--- src/rtl/pms_pkg.sv ---
package pms_pkg;
  typedef enum logic [1:0] {
    PM_STBY = 2'b00,
    PM_DIAG = 2'b01,
    PM_NORM = 2'b10
  } pm_mode_t;

  function automatic pm_mode_t pm_implied(input logic in_v, input logic diag_v);
    if (in_v)        return PM_NORM;
    else if (diag_v) return PM_DIAG;
    else             return PM_STBY;
  endfunction
endpackage

--- src/rtl/pms_uvlo.sv ---
module pms_uvlo #(
  parameter int VCODE_W = 6,
  parameter int UV_FALL = 32,
  parameter int UV_RISE = 37
) (
  input  logic               clk,
  input  logic               rst,
  input  logic [VCODE_W-1:0] code_i,
  output logic               lock_d_o
);
  localparam logic [VCODE_W-1:0] FALL_C = VCODE_W'(UV_FALL);
  localparam logic [VCODE_W-1:0] RISE_C = VCODE_W'(UV_RISE);

  logic lock_q;

  always_comb begin
    if (lock_q) lock_d_o = (code_i < RISE_C);
    else        lock_d_o = (code_i <= FALL_C);
  end

  always_ff @(posedge clk) begin
    if (rst) lock_q <= 1'b1;
    else     lock_q <= lock_d_o;
  end


  hold_released_chk: assert property (@(posedge clk) disable iff (rst)
    (!lock_q && code_i > FALL_C) |=> !lock_q);

  hold_locked_chk: assert property (@(posedge clk) disable iff (rst)
    (lock_q && code_i < RISE_C) |=> lock_q);
endmodule

--- src/rtl/pms_dwell.sv ---
module pms_dwell #(
  parameter int DWELL_CYC = 375000
) (
  input  logic clk,
  input  logic rst,
  input  logic step_i,
  output logic expired_o
);
  localparam int CNT_W = $clog2(DWELL_CYC + 1);
  localparam logic [CNT_W-1:0] LAST = CNT_W'(DWELL_CYC - 1);

  logic [CNT_W-1:0] cnt_q;

  assign expired_o = step_i && (cnt_q == LAST);

  always_ff @(posedge clk) begin
    if (rst || !step_i || expired_o) cnt_q <= '0;
    else                             cnt_q <= cnt_q + 1'b1;
  end


  cnt_bound_chk: assert property (@(posedge clk) disable iff (rst)
    cnt_q <= LAST);
endmodule

--- src/rtl/pms_fsm.sv ---
module pms_fsm
  import pms_pkg::*;
(
  input  logic     clk,
  input  logic     rst,
  input  logic     in_i,
  input  logic     diag_i,
  input  logic     halt_d_i,
  input  logic     expired_i,
  output logic     step_o,
  output pm_mode_t state_q,
  output logic     bias_q
);
  pm_mode_t state_d;
  logic     bias_d;

  always_comb begin
    state_d = state_q;
    if (halt_d_i) begin
      state_d = pm_implied(in_i, diag_i);
    end else begin
      case (state_q)
        PM_STBY: if (in_i) state_d = PM_NORM;
                 else if (diag_i) state_d = PM_DIAG;
        PM_DIAG: if (in_i) state_d = PM_NORM;
                 else if (!diag_i) state_d = PM_STBY;
        PM_NORM: if (expired_i) state_d = diag_i ? PM_DIAG : PM_STBY;
        default: state_d = PM_STBY;
      endcase
    end
    bias_d = !halt_d_i && (state_d != PM_STBY);
    step_o = (state_q == PM_NORM) && !in_i && !halt_d_i;
  end

  always_ff @(posedge clk) begin
    if (rst) begin
      state_q <= PM_STBY;
      bias_q  <= 1'b0;
    end else begin
      state_q <= state_d;
      bias_q  <= bias_d;
    end
  end


  enter_norm_chk: assert property (@(posedge clk) disable iff (rst)
    (!halt_d_i && in_i) |=> state_q == PM_NORM);

  glitch_hold_chk: assert property (@(posedge clk) disable iff (rst)
    (state_q == PM_NORM && !halt_d_i && !expired_i) |=> state_q == PM_NORM);

  diag_rise_chk: assert property (@(posedge clk) disable iff (rst)
    (state_q == PM_STBY && !halt_d_i && !in_i && diag_i) |=> state_q == PM_DIAG);
endmodule

--- src/rtl/pwr_mode_seq.sv ---
module pwr_mode_seq
  import pms_pkg::*;
#(
  parameter int VCODE_W   = 6,
  parameter int UV_FALL   = 32,
  parameter int UV_RISE   = 37,
  parameter int DWELL_CYC = 375000
) (
  input  logic               clk,
  input  logic               rst,
  input  logic               in_ctl,
  input  logic               diag_req,
  input  logic [VCODE_W-1:0] vs_code,
  input  logic               gnd_loss,
  output logic [1:0]         mode_o,
  output logic               bias_en_o,
  output logic               shutdown_o
);
  logic     uv_d, halt_d, step, expired;
  pm_mode_t state;

  pms_uvlo #(.VCODE_W(VCODE_W), .UV_FALL(UV_FALL), .UV_RISE(UV_RISE)) u_uvlo (
    .clk(clk), .rst(rst), .code_i(vs_code), .lock_d_o(uv_d));

  assign halt_d = uv_d | gnd_loss;

  pms_dwell #(.DWELL_CYC(DWELL_CYC)) u_dwell (
    .clk(clk), .rst(rst), .step_i(step), .expired_o(expired));

  pms_fsm u_fsm (
    .clk(clk), .rst(rst), .in_i(in_ctl), .diag_i(diag_req),
    .halt_d_i(halt_d), .expired_i(expired), .step_o(step),
    .state_q(state), .bias_q(bias_en_o));

  always_ff @(posedge clk) begin
    if (rst) shutdown_o <= 1'b1;
    else     shutdown_o <= halt_d;
  end

  assign mode_o = state;


  halt_bias_chk: assert property (@(posedge clk) disable iff (rst)
    shutdown_o |-> !bias_en_o);

  gnd_off_chk: assert property (@(posedge clk) disable iff (rst)
    gnd_loss |=> shutdown_o);
endmodule

--- config.mk ---
export PLATFORM = sky130hd
export DESIGN_NAME = pwr_mode_seq
export DESIGN_NICKNAME = d
export VERILOG_FILES = /design/src/rtl/pms_pkg.sv /design/src/rtl/pms_uvlo.sv /design/src/rtl/pms_dwell.sv /design/src/rtl/pms_fsm.sv /design/src/rtl/pwr_mode_seq.sv
export SDC_FILE = /design/constraint.sdc
export NUM_CORES = 1
export LEC_CHECK = 0
export ABC_AREA = 0
export BUFFER_PORTS_ARGS = -buffer_cell sky130_fd_sc_hd__buf_2
export CELL_PAD_IN_SITES_DETAIL_PLACEMENT = 0
export CELL_PAD_IN_SITES_GLOBAL_PLACEMENT = 2
export CORE_UTILIZATION = 39
export CTS_BUF_LIST = sky130_fd_sc_hd__clkbuf_4
export DETAILED_ROUTE_END_ITERATION = 7
export PLACE_DENSITY_LB_ADDON = 0.1
export SLEW_MARGIN = 20
export SYNTH_ARGS = -nofsm -noshare
export SYNTH_HDL_FRONTEND = slang
export SYNTH_SLANG_ARGS = --single-unit
--- constraint.sdc ---
create_clock -name clk -period 5.15 [get_ports clk]
set_input_delay 1.03 -clock clk [delete_from_list [all_inputs] [get_ports clk]]
set_output_delay 1.03 -clock clk [all_outputs]
set_load 0.01 [all_outputs]
==> results.yml, run 1 <==
clocking:
  cts.sinks: 24
  cts_setup_buffers: 0
  root_buffer: "clkbuf_4"
  h-tree-depth: 1
  numCtsBuffers: 3
  clk_pin_slew_ns: 0.13
  holdBufCountCts: 0
  cts-resized-gates: 0
  cts_tree: "yes"
  clockBufferDepth: 2
  clk_latency_ns: 0.31
sta:
  setup_viol: 0
  rsz0062_at_grt: "no"
  tightest_slew_ns: 0.493
  hold_viol: 0
  period_share_pct: 40.8
  slew-limit-headroom_pct: 67.0
  skew_ns: 0.00326
  tns_ns: 0
  fin_hold_ws_ns: 0.455
  clock.fmax_ghz: 0.476
  slew_viol_final: 0
  period_needed_ns: 2.10
final_layout:
  syn2layout_area_growth_pct: 11.7
  nFillCells: 277
  regArea_um2: 480
  multiInputGateArea_um2: 603
  fin_nets: 148
  stdcell_count: 165
  diodes: 0
  drive_gt1_share_pct: 20.0
route:
  antenna_left: 0
  finalWirelength_mm: 1.95
  first_iter_violations: 9
  wire_per_inst_um: 11.8
  firstDrtPassIters: 4
  via_per_inst: 5.04
  drc_errors: 0
  vias: 831
yosys:
  synth_top_area_cell: "dfxtp_1"
  yosys-top-cells-area: "dfxtp_1 44%, xor2_1 9.6%, nor2_1 9.2%, nand2_1 4.4%, xnor2_1 4.0%"
  synth_xor_area_share_pct: 13.5
  synth.avg_cell_area_um2: 9.32
  ys_seq_area_share_pct: 43.7
  synth_cell_type_count: 29
  synth_top_family_by_area: "simple AND/OR/NAND/NOR gates"
  synth_compound_gate_area_share_pct: 3.41
  muxShareOfSynthArea_pct: 1.37
  syn_nets: 130
  synth_fa_ha_area_share_pct: 2.16
  post_synth_and_or_nand_nor_area_fraction_pct: 34.4
  postSynthCellCount: 118
  ys_warn_count: 0
  synth.top_cell.area_share_pct: 43.7
  syn-cell-area_um2: 1100
  synth-seq-cells: 24
worst_setup_path:
  crit_type: "in2reg"
  max_stage_delay_ns: 0.34
  critPathLaunch: "vs_code[1]"
  setup.worst_path.end_class: "flip-flop"
  reg2reg_depth: 6
  path_cells: "buf_2, nor2_1, maj3_2, a21oi_1, mux2_4, o2111a_1"
  slowest_stage: "maj3_2"
  worstPathRequired_ns: 5.37
  r2r_slack_ns: 3.37
  r2r-start: "u_dwell.cnt_q[0]"
  crit_path_end: "u_fsm.bias_q"
  crit_fanout: 3
  regToRegEndpoint: "u_fsm.bias_q"
  critPathLaunchType: "input pin"
  crit_arrival_ns: 2.32
floorplanning:
  core.rowCount: 18
  floorplan.initialDensity_pct: 42.8
  ioPinCount: 15
  core_area_um2: 2570
  die_w_um: 55.1
  fp.dieArea_um2: 3040
  die_h_um: 55.1
global_routing:
  grt_first_pass_wirelength_mm: 2.94
  antenna_found_initial: 0
  grtUsageTotal_pct: 13.7
  grt-ovfl-total: 0
  grt_pass1_vias: 700
  grt_max_degree: 20
pwr:
  leakagePower_nw: 0.431
  vdd_drop_max_mv: 0.154
  powerDensity_nw_per_um2: 234
place:
  dp_cells: 161
  dp_hpwl_mm: 1.46
  port_buffers: 14
  routabilityCongestion: 0.703
outcome:
  outcome: "finished, final reports clean"
job:
  cap_violations: 0
min_path:
  hp-class: "reg2reg"
[registers in the layout, indices dropped and copies added (netlist names)]
| register | flops |
|---|---|
| shutdown_o | 1 |
| u_fsm.state_q | 2 |
| u_uvlo.lock_q | 1 |
| u_dwell.cnt_q | 19 |
| u_fsm.bias_q | 1 |
[logic make-up (layout without fill, tap and decap cells)]
kind of cell               count (synthesis)  after routing
muxes                                      1              1
AOI/OAI and AO/OA                          4              4
DFF                                       24             24
adders and majority gates                  2              2
buffers and inverters                      4             21
and+or+nand+nor                           66             66
xor gates and xnor gates                  17             17
[cell usage in the layout (no fill, tap or decap), types with 2 or more instances in the layout]
cell type,Yosys,routed
dfxtp_1,24,24
nand2_1,13,13
a21oi_1,2,2
nand3_1,5,5
buf_2,1,14
clkbuf_4,0,3
and3_1,2,2
inv_1,3,3
xor2_1,12,12
xnor2_1,5,5
nor2_1,27,27
nand4_1,6,6
[report_power, final]
part           internal, mW  switching, mW
logic               0.00814        0.00804
registers             0.188        0.00128
clock network        0.0283         0.0543
total                 0.224         0.0637
[Yosys cell counts, drive strengths merged]
| library cell | n |
|---|---|
| nor3 | 1 |
| xor2 | 12 |
| nand2 | 13 |
| nand2b | 1 |
| xnor2 | 5 |
| mux2 | 1 |
| dfxtp | 24 |
| nor2b | 1 |
| and2 | 1 |
| inv | 3 |
| nand4 | 8 |
| nor2 | 27 |
| a21oi | 3 |
| nor3b | 2 |
| ha | 1 |
| nand3b | 1 |
| nor4bb | 1 |
| and3 | 2 |
| maj3 | 1 |
| o2111a | 1 |
| nor4 | 1 |
| nand3 | 6 |
| and4b | 1 |
| buf | 1 |
[through the flow]
stage | util [%] | setup slack [ns] | area, µm² | power [mW]
global route | 47.9 | 2.93 | 1230 | 0.300
global placement | 46.8 | 2.71 | 1200 | 0.209
detailed placement | 46.8 | 2.70 | 1200 | 0.210
finish | 47.9 | 3.05 | 1230 | 0.288
CTS | 47.9 | 3.05 | 1230 | 0.293
floorplan | - | 2.86 | 1100 | 0.202
[critical path: cells and delay by family]
family	cells	cell delay, ns
AOI/OAI and AO/OA	2	0.50
buffers and inverters	1	0.08
adders and majority gates	1	0.34
muxes	1	0.34
and+or+nand+nor	1	0.03
[final cells by class]
class,instances,share of cell area (%)
clock buffer,3,1.83
tap,30,3.05
timing repair buffer,14,5.70
sequential,24,39.1
multi-input combinational,90,49.1
inverter,3,0.916
clock inverter,1,0.305
[worst min path at each step]
stage / startpoint / endpoint / slack, ns / cells after the start
floorplan: u_dwell.cnt_q[0] / u_dwell.cnt_q[0] / 0.42 / 1
global placement: u_dwell.cnt_q[0] / u_dwell.cnt_q[0] / 0.43 / 1
detailed placement: u_dwell.cnt_q[0] / u_dwell.cnt_q[0] / 0.44 / 1
CTS: u_dwell.cnt_q[0] / u_dwell.cnt_q[0] / 0.46 / 1
global route: u_dwell.cnt_q[0] / u_dwell.cnt_q[0] / 0.48 / 1
finish: u_dwell.cnt_q[0] / u_dwell.cnt_q[0] / 0.46 / 1
[per-layer routing]
layer  part of all wire, %  vias up  track usage [%]  wire length (µm)
met1                    49      382             16.9               962
met3                   3.9        2             2.46                76
met2                    46       14             23.1               899
li1                      -      433                -                 -
met4                  0.62        0             6.25                12
met5                     0        -                0                 0
No activity file was read; power rests on OpenSTA's default activity.
==> run 2, diff against run 1 <==
ABC_AREA = 1   (was 0)
CORE_UTILIZATION = 34   (was 39)
clock period = 2.12 ns   (was 5.15 ns; I/O delays follow)
==> run 2 against run 1 <==
  * Synthesized area grew 16%
  * Sequential share of layout area is 5.1 points lower
  * Register-to-register slack got worse by 2.9 ns
  * Flip-flop and latch count unchanged
  * Combinational power grew to 2.8 times the previous value
  * Non-clock buffer count unchanged
  * Worst setup slack lost 2.5 ns
  * Global-route usage is 0.051 points lower
  * Routed wire length rose by 24%
  * Highest routed layer unchanged
  * Worst hold slack got worse by 0.18 ns
  * Via count up 25%
==> results.yml, run 2 <==
final_layout:
  final_cell_mix: "37 x nand2_1, 24 x nor2_1, 24 x dfxtp_1, 23 x inv_1, 14 x buf_2"
  final_common_cell: "nand2_1"
  reg_top3: "u_dwell.cnt_q: 19 flops, u_fsm.state_q: 2 flops"
  utilization_pct: 40.8
  diodes: 0
  drive_gt1_share_pct: 23.5
  fin_nets: 201
  syn2layout_area_growth_pct: 10.9
  stdcell_count: 233
  largest_reg_flops: 19
  largest-register: "u_dwell.cnt_q"
yosys:
  ys_warn_count: 0
  post-synth-top-count-cell: "nand2_1"
  synth_enable_flop_cells: 0
  synth.avg_cell_area_um2: 7.46
  synth_top_area_cell: "dfxtp_1"
  syn_nets: 183
  ys_seq_area_share_pct: 37.7
  yosys-top-cells-area: "dfxtp_1 38%, nand2_1 11%, nor2_1 7.1%, inv_1 6.8%, nor2_4 3.5%"
  synth_ff_type: "dfxtp_1"
  synth-seq-cells: 24
  synth.top_cell.area_share_pct: 37.7
  postSynthCellCount: 171
  syn-cell-area_um2: 1270
  synth_cell_type_count: 27
  synth.top_cells.by_count: "37 x nand2_1, 24 x dfxtp_1, 24 x nor2_1"
  async_flop_share_pct: 0
worst_setup_path:
  max_stage_delay_ns: 0.38
  path_cells: "ha_1, nand2_1, clkinv_2, nand2_1, nor2_2, nand3_2, nand4_4, nor3b_1"
  slowest_stage: "dfxtp_1"
  crit_fanout: 15
  crit_type: "reg2reg"
  setup.worst_path.end_class: "flip-flop"
  worstPathRequired_ns: 2.36
  critPathBufInv: 1
  crit_arrival_ns: 1.84
  critPathLaunchType: "flip-flop"
  crit_path_frequent_cell: "nand2_1"
  path_delay_family: "simple AND/OR/NAND/NOR gates"
sta:
  clock.fmax_ghz: 0.625
  rsz0062_at_grt: "no"
  skew_ns: 0.00904
  tns_ns: 0
  setup_ws_ns: 0.520
  slew_viol_final: 0
  period_needed_ns: 1.60
  period_share_pct: 75.5
  slew-limit-headroom_pct: 77.1
  hold_viol: 0
  tightest_slew_ns: 0.341
  setup_viol: 0
floorplanning:
  floorplan.initialDensity_pct: 36.8
  core_area_um2: 3470
  die_w_um: 63.2
  core.rowCount: 21
  ioPinCount: 15
  die_h_um: 63.2
  fp.dieArea_um2: 4000
clocking:
  cts.sinks: 24
  clockBufferDepth: 2
  holdBufCountCts: 0
  numCtsBuffers: 3
  cts_tree: "yes"
  clk_latency_ns: 0.31
  cts-resized-gates: 0
  cts_setup_buffers: 0
  root_buffer: "clkbuf_4"
  h-tree-depth: 1
  clk_pin_slew_ns: 0.13
route:
  vias: 1036
  via_per_inst: 4.45
  wire_per_inst_um: 10.4
  first_iter_violations: 23
  finalWirelength_mm: 2.41
  drc_errors: 0
  firstDrtPassIters: 4
  antenna_left: 0
outcome:
  outcome: "finished, final reports clean"
min_path:
  hp-class: "in2reg"
pwr:
  vdd_drop_max_mv: 0.218
  powerDensity_nw_per_um2: 498
  leakagePower_nw: 0.512
global_routing:
  grtUsageTotal_pct: 13.7
  grt-ovfl-total: 0
  grt_max_degree: 16
  grt_pass1_vias: 993
  antenna_found_initial: 0
  grt_first_pass_wirelength_mm: 4.33
place:
  routabilityCongestion: 0.756
  port_buffers: 14
  dpl_worst_slack_ns: 0.503
  dp_hpwl_mm: 1.93
  dp_cells: 230
job:
  cap_violations: 0
[run 2: changes by cell type after synthesis, moves of 4 or more]
cell / before / now
a21oi_1: 2 / 7
nand2_1: 13 / 37
nand2_2: 0 / 4
inv_1: 3 / 23
nor2_2: 0 / 4
nor2_4: 0 / 4
nor3_1: 0 / 7
xor2_1: 12 / 5
[run 2: report_power, final]
group	internal (mW)	leakage (nW)	switching, mW
clock network	0.0663	0.0138	0.134
registers	0.456	0.194	0.00241
logic	0.0186	0.304	0.0267
total	0.541	0.512	0.163
[run 2: final timing paths]
check | from | end | slack [ns] | depth (start not counted)
hold reg to reg | u_dwell.cnt_q[0] | u_dwell.cnt_q[0] | 0.50 | 1
setup reg to reg | u_dwell.cnt_q[0] | u_dwell.cnt_q[11] | 0.52 | 8
setup / recovery | u_dwell.cnt_q[0] | u_dwell.cnt_q[11] | 0.52 | 8
hold / removal | rst | u_fsm.state_q[0] | 0.28 | 2
[run 2: final cells by class]
type / instances / area (µm²)
fill: 382 / 2050
inverter: 25 / 95.1
clock buffer: 3 / 22.5
tap: 46 / 57.6
multi-input combinational: 121 / 688
sequential: 24 / 480
timing repair buffer: 14 / 70.1
[run 2: logic make-up (layout without fill, tap and decap cells)]
kind of cell	Yosys count	after routing	synth area share, %
buffers and inverters	26	42	8.34
AO/OA/AOI/OAI	10	10	4.32
flip-flops	24	24	37.7
XOR/XNOR	8	8	5.50
adder cells (fa/ha/maj)	1	1	0.981
AND/OR/NAND/NOR	102	102	43.2
[run 2: stage by stage]
stage	power [mW]	hold WS, ns	instance area, µm²
2_1_floorplan	0.495	0.440	1270
3_3_place_gp	0.513	0.455	1390
3_5_place_dp	0.514	0.473	1390
4_1_cts	0.724	0.258	1410
5_1_grt	0.747	0.269	1410
6_report	0.704	0.277	1410
[run 2: routing by layer]
metal	track usage [%]	share of wire, %	up-vias
li1	-	-	573
met1	18.5	54	449
met2	22.0	43	12
met3	1.81	2.9	2
met4	5.11	0.95	0
met5	0	0	-
